==> config.mk <==
export PLATFORM = sky130hd
export DESIGN_NAME = gid_top
export DESIGN_NICKNAME = d
export VERILOG_FILES = /design/src/rtl/gid_pkg.sv /design/src/rtl/gid_regs.sv /design/src/rtl/gid_cpu_sel.sv /design/src/rtl/gid_top.sv
export SDC_FILE = /design/constraint.sdc
export NUM_CORES = 2
export LEC_CHECK = 0
export ABC_AREA = 1
export BUFFER_PORTS_ARGS = -buffer_cell sky130_fd_sc_hd__buf_2
export CORE_AREA = 4 4 330 332
export CTS_BUF_LIST = sky130_fd_sc_hd__clkbuf_8
export CTS_CLUSTER_SIZE = 16
export DETAILED_ROUTE_END_ITERATION = 7
export DIE_AREA = 0 0 334 336
export PLACE_DENSITY = 0.78
export SETUP_SLACK_MARGIN = 0.3
export SLEW_MARGIN = 20
export SYNTH_ARGS = -nofsm -noshare
export SYNTH_HDL_FRONTEND = slang
export SYNTH_SLANG_ARGS = --single-unit
==> constraint.sdc <==
create_clock -name clk_i -period 136.7 [get_ports clk_i]
set_input_delay 13.67 -clock clk_i [delete_from_list [all_inputs] [get_ports clk_i]]
set_output_delay 13.67 -clock clk_i [all_outputs]
set_load 0.02 [all_outputs]
==> src/rtl/gid_pkg.sv <==
package gid_pkg;
  localparam int unsigned PRIO_W = 8;
  localparam int unsigned ID_W = 10;
  localparam logic [ID_W-1:0] NONE_ID = 10'd1023;

  typedef struct packed {
    logic fast_en;
    logic grp1_en;
    logic grp0_en;
  } ctrl_t;
endpackage

==> src/rtl/gid_regs.sv <==
module gid_regs
  import gid_pkg::*;
#(
  parameter int unsigned NUM_IRQ = 64,
  parameter int unsigned NUM_CPU = 2,
  parameter int unsigned REV     = 2
) (
  input  logic               clk_i,
  input  logic               rst_ni,
  input  logic               req_i,
  input  logic               we_i,
  input  logic [7:0]         addr_i,
  input  logic [7:0]         wdata_i,
  output logic [7:0]         rdata_o,
  output logic               err_o,
  output ctrl_t              ctrl_o,
  output logic [NUM_IRQ-1:0] group_o
);
  localparam logic       IS_REV2   = (REV >= 2);
  localparam int unsigned GRP_BYTES = NUM_IRQ / 8;
  localparam int unsigned IDX_W     = $clog2(GRP_BYTES);
  localparam logic [7:0] GRP_LIM   = 8'(GRP_BYTES);
  localparam logic [7:0] TYPE_VAL  = 8'(((NUM_IRQ / 32) - 1) | ((NUM_CPU - 1) << 5));

  ctrl_t              ctrl_q;
  logic [NUM_IRQ-1:0] group_q;
  logic [7:0]         grp_off;
  logic               in_grp, in_low, wr;
  logic [IDX_W+2:0]   bit_base;

  assign grp_off  = addr_i - 8'h80;
  assign in_grp   = addr_i[7] && (grp_off < GRP_LIM);
  assign in_low   = (addr_i < 8'h08);
  assign err_o    = req_i && !(in_grp || in_low);
  assign wr       = req_i && we_i && (in_grp || in_low);
  assign bit_base = {grp_off[IDX_W-1:0], 3'b000};

  always_ff @(posedge clk_i or negedge rst_ni) begin
    if (!rst_ni) begin
      ctrl_q  <= '0;
      group_q <= '0;
    end else if (wr) begin
      if (addr_i == 8'h00) begin
        ctrl_q.grp0_en <= wdata_i[0];
        if (IS_REV2) begin
          ctrl_q.grp1_en <= wdata_i[1];
          ctrl_q.fast_en <= wdata_i[3];
        end
      end
      if (in_grp && IS_REV2) group_q[bit_base +: 8] <= wdata_i;
    end
  end

  always_comb begin
    rdata_o = 8'h00;
    if (addr_i == 8'h00)
      rdata_o = {4'b0000, ctrl_q.fast_en, 1'b0, ctrl_q.grp1_en, ctrl_q.grp0_en};
    else if (addr_i == 8'h04)
      rdata_o = TYPE_VAL;
    else if (in_grp && IS_REV2)
      rdata_o = group_q[bit_base +: 8];
  end

  assign ctrl_o  = ctrl_q;
  assign group_o = group_q;
endmodule

==> src/rtl/gid_cpu_sel.sv <==
module gid_cpu_sel
  import gid_pkg::*;
#(
  parameter int unsigned NUM_IRQ = 64
) (
  input  logic [NUM_IRQ-1:0]        cand_i,
  input  logic [NUM_IRQ*PRIO_W-1:0] prio_i,
  input  logic [NUM_IRQ-1:0]        group_i,
  input  logic [PRIO_W-1:0]         pmask_i,
  input  logic [PRIO_W-1:0]         rprio_i,
  input  logic                      active_i,
  input  logic                      fast_route_i,
  output logic [ID_W-1:0]           id_o,
  output logic                      irq_o,
  output logic                      fiq_o
);
  logic [PRIO_W:0]   best_p;
  logic [ID_W-1:0]   best_id;
  logic              best_g;
  logic              shown, level, to_fast;

  // ascending scan with strict compare keeps the lowest ID on ties
  always_comb begin
    best_p  = {1'b1, {PRIO_W{1'b0}}};
    best_id = NONE_ID;
    best_g  = 1'b0;
    for (int i = 0; i < int'(NUM_IRQ); i++) begin
      if (cand_i[i] && ({1'b0, prio_i[i*PRIO_W +: PRIO_W]} < best_p)) begin
        best_p  = {1'b0, prio_i[i*PRIO_W +: PRIO_W]};
        best_id = ID_W'(i);
        best_g  = group_i[i];
      end
    end
  end

  assign shown   = active_i && !best_p[PRIO_W] && (best_p[PRIO_W-1:0] < pmask_i);
  assign level   = shown && (best_p[PRIO_W-1:0] < rprio_i);
  assign to_fast = fast_route_i && !best_g;
  assign id_o    = shown ? best_id : NONE_ID;
  assign irq_o   = level && !to_fast;
  assign fiq_o   = level && to_fast;
endmodule

==> src/rtl/gid_top.sv <==
module gid_top
  import gid_pkg::*;
#(
  parameter int unsigned NUM_IRQ = 64,
  parameter int unsigned NUM_CPU = 2,
  parameter int unsigned REV     = 2
) (
  input  logic                        clk_i,
  input  logic                        rst_ni,
  input  logic                        req_i,
  input  logic                        we_i,
  input  logic [7:0]                  addr_i,
  input  logic [7:0]                  wdata_i,
  output logic [7:0]                  rdata_o,
  output logic                        err_o,
  input  logic [NUM_IRQ-1:0]          pend_i,
  input  logic [NUM_IRQ-1:0]          en_i,
  input  logic [NUM_IRQ*8-1:0]        prio_i,
  input  logic [NUM_IRQ*NUM_CPU-1:0]  target_i,
  input  logic [NUM_CPU-1:0]          cpu_en_i,
  input  logic [NUM_CPU*8-1:0]        pmask_i,
  input  logic [NUM_CPU*8-1:0]        rprio_i,
  output logic [NUM_CPU-1:0]          irq_o,
  output logic [NUM_CPU-1:0]          fiq_o,
  output logic [NUM_CPU*10-1:0]       cur_id_o
);
  localparam logic IS_REV2 = (REV >= 2);

  ctrl_t              ctrl;
  logic [NUM_IRQ-1:0] group;
  logic               grp0_en, fast_en;

  gid_regs #(.NUM_IRQ(NUM_IRQ), .NUM_CPU(NUM_CPU), .REV(REV)) u_regs (
    .clk_i   (clk_i),
    .rst_ni  (rst_ni),
    .req_i   (req_i),
    .we_i    (we_i),
    .addr_i  (addr_i),
    .wdata_i (wdata_i),
    .rdata_o (rdata_o),
    .err_o   (err_o),
    .ctrl_o  (ctrl),
    .group_o (group)
  );

  assign grp0_en = ctrl.grp0_en;
  assign fast_en = ctrl.fast_en && IS_REV2;

  for (genvar c = 0; c < int'(NUM_CPU); c++) begin : g_cpu
    logic [NUM_IRQ-1:0] cand;
    for (genvar i = 0; i < int'(NUM_IRQ); i++) begin : g_cand
      assign cand[i] = pend_i[i] && en_i[i] && target_i[i*NUM_CPU+c];
    end
    gid_cpu_sel #(.NUM_IRQ(NUM_IRQ)) u_sel (
      .cand_i       (cand),
      .prio_i       (prio_i),
      .group_i      (group),
      .pmask_i      (pmask_i[c*8 +: 8]),
      .rprio_i      (rprio_i[c*8 +: 8]),
      .active_i     (grp0_en && cpu_en_i[c]),
      .fast_route_i (fast_en),
      .id_o         (cur_id_o[c*ID_W +: ID_W]),
      .irq_o        (irq_o[c]),
      .fiq_o        (fiq_o[c])
    );
  end
endmodule

==> flow_metrics.tcl <==
set metrics [dict create \
    finalSetupTns_ns 0 \
    dr_total_vias 58100 \
    dpl_worst_slack_ns 18.98 \
    wl_microns 200000 \
    ys_seq_area_share_pct 3.36 \
    dp.cells 10500 \
    status "completed" \
    power.share.clock_pct 1.6 \
    clock_sinks 67 \
    grt_antenna_before_repair 92 \
    initial_core_util_pct 46.9 \
    drt_first_pass_iters 8 \
    coreArea_sq_um 106000 \
    synth_enable_flop_cells 0 \
    skew_ns 0 \
    maxCapViolations 0 \
    cts-root-buf "clkbuf_8" \
    timing.final.crit_share_pct 86.9 \
    layout.nets 10800 \
    synth_nets 10100 \
    via_per_inst 5.47 \
    ys_warn_count 0 \
    syn_area_sq_um 49900 \
    maxSlewViolCount 0 \
    die_h_microns 336 \
    finalNonFillerCells 10600 \
    hp-start "u_regs.group_o[31]" \
    ir_drop_uv 6.68 \
    grt_start_max_net_pins 68 \
    worstReg2RegStart "u_regs.group_o[54]" \
    cp_common_cell "nand2_1" \
    p_switching_w 0.000641 \
    final_cell_mix "nand2_1, inv_1, o21ai_0" \
    hold_depth 2 \
    detail-route-antenna-nets 0 \
    holdPathEnd "u_regs.group_o[31]" \
    worst_r2r_endpoint "u_regs.group_o[54]" \
    ff2ff_setup_slack_ns 135.74 \
    endpoint_kind "output port" \
    wl_per_cell_microns 18.8 \
    clockBufferDepth 2 \
    cts-buffers-inserted 9 \
    worstPathArrival_ns 105.11 \
    fp-row-count 120 \
    clk_latency_ns 0.35 \
    crit_type "input pin to output port" \
    final_common_cell "nand2_1" \
    grt_pass1_vias 54200 \
    rr_worst_depth 2 \
    start_kind "input pin" \
    drt_iter0_markers 4494 \
    setup_viol 0 \
    required_ns 123.03 \
    pin_count 855 \
    p_leak_nw 31.3 \
    grt_overflow 0 \
    remaining_drc_errors 0 \
    powerDensity_nw_per_um2 18.9 \
    switching_share_pct 62.5 \
    cts.clk_slew.worst_paths_ns 0.08 \
    fmax_mhz 8.42 \
    period_needed_ns 118.78 \
    drive_gt1_share_pct 23.1 \
    internal_power_w 0.000384 \
    dp_hpwl_microns 176000 \
    hold_path_class "register to register" \
    ys.flop_type "dfrtp_1" \
    die_area_sq_um 112000 \
    ys_types 68 \
    grtUsageTotal_pct 33.7 \
    ys_ff_latch 67 \
    cts_resized 0 \
    relSlewSlack_pct 25.3 \
    syn2layout_area_growth_pct 8.84 \
    cts.hold.buffers_added 0 \
    cts.htree.levels 3 \
    worst_path_max_delay_cell "a21boi_4" \
    cpPeakStageDelay_ns 0.56 \
    synthCells 8474 \
    place_congestion 1.05 \
    synth_area_per_cell_sq_um 5.89 \
    rsz0062_at_grt "no" \
    die_w_microns 334 \
    post_cts_buffers 0 \
    setup_slack_ns 17.92 \
    worst_pin_slew_ns 1.11 \
    p_total_w 0.00103 \
    async_flop_share_pct 100 \
    grt_pass1_wl_microns 301000 \
    cts_tree "done" \
    combPwrFrac_pct 96.4 \
    cp_max_fo 22 \
    hold_viol 0 \
    seq_power_share_pct 2.0 \
    portBuffers 854 \
]
-- final cells by class --
cell class | count | area [sq um]
tap | 1403 | 1760
clock buffer | 9 | 124
multi-input combinational | 6721 | 40400
timing repair buffer | 856 | 4290
clock inverter | 7 | 68.8
inverter | 1495 | 5850
sequential | 67 | 1680
fill | 11400 | 52000
antenna | 65 | 163
-- per-layer routing --
| layer | GRT usage [%] | up-vias | routed length, microns |
|---|---|---|---|
| met5 | 0 | - | 331 |
| met4 | 20.1 | 48 | 13700 |
| met3 | 5.78 | 633 | 15800 |
| met2 | 57.4 | 2522 | 91600 |
| met1 | 39.7 | 26000 | 78200 |
| li1 | - | 28900 | - |
-- power groups by stage --
stage,registers (W),clock network [W],logic (W)
floorplan,0.0000211,0,0.000758
global placement,0.0000213,0,0.000950
detailed placement,0.0000213,0,0.000972
CTS,0.0000209,0.0000166,0.000977
global route,0.0000210,0.0000176,0.00113
finish,0.0000210,0.0000164,0.000988
-- cell families after synthesis --
logic type | after synthesis | synth area share (%)
simple gates | 4288 | 42.5
buf+inv | 1686 | 15.7
compound gates | 1641 | 18.6
fa+ha+maj | 792 | 19.9
flops | 67 | 3.36
-- synth_stat cells, drive strengths merged (3+ instances only) --
cell	n	share of area (%)
a211oi	48	1.6
a21o	14	0.21
a21oi	353	3.6
a22oi	4	0.060
a311oi	5	0.088
a31oi	10	0.13
a41oi	7	0.15
and3	4	0.060
buf	89	1.8
clkbuf	102	2.2
clkinv	12	0.090
dfrtp	67	3.4
ha	792	20
inv	1481	12
nand2	2863	27
nand3	856	8.8
nand3b	4	0.10
nand4	17	0.21
nor2	456	5.3
nor3	43	0.47
nor3b	34	0.74
nor4	6	0.075
o211ai	10	0.16
o21a	4	0.060
o21ai	1146	12
o21bai	5	0.090
o221ai	4	0.070
o22ai	18	0.23
or2	3	0.038
-- stage by stage --
step	utilization [%]	hold slack (ns)	cell area, sq um
floorplan	-	0.452	49900
global placement	50.7	0.463	53900
detailed placement	50.7	0.473	53900
CTS	50.9	0.492	54100
global route	51.0	0.516	54200
finish	51.1	0.489	54300
-- worst max-delay path by stage --
stage | start | end | slack, ns | depth (start not counted)
final | pend_i[0] | irq_o[1] | 17.92 | 545
after global routing | pend_i[0] | fiq_o[1] | 7.75 | 582
after CTS | pend_i[0] | fiq_o[1] | 18.72 | 558
after detailed placement | pend_i[0] | fiq_o[1] | 18.98 | 559
after global placement | pend_i[0] | irq_o[1] | 19.69 | 549
after floorplan | target_i[1] | fiq_o[1] | 29.85 | 1177
-- registers in the layout, summed over array words and instances, names as in the netlist --
name,count
u_regs.ctrl_o,3
u_regs.group_o,64
-- critical path: cells and delay by family --
kind / cells / cell delay [ns]
compound gates: 153 / 33.90
simple gates: 258 / 27.70
fa+ha+maj: 64 / 19.62
buf+inv: 70 / 9.97
No activity file was read; power rests on OpenSTA's default activity.
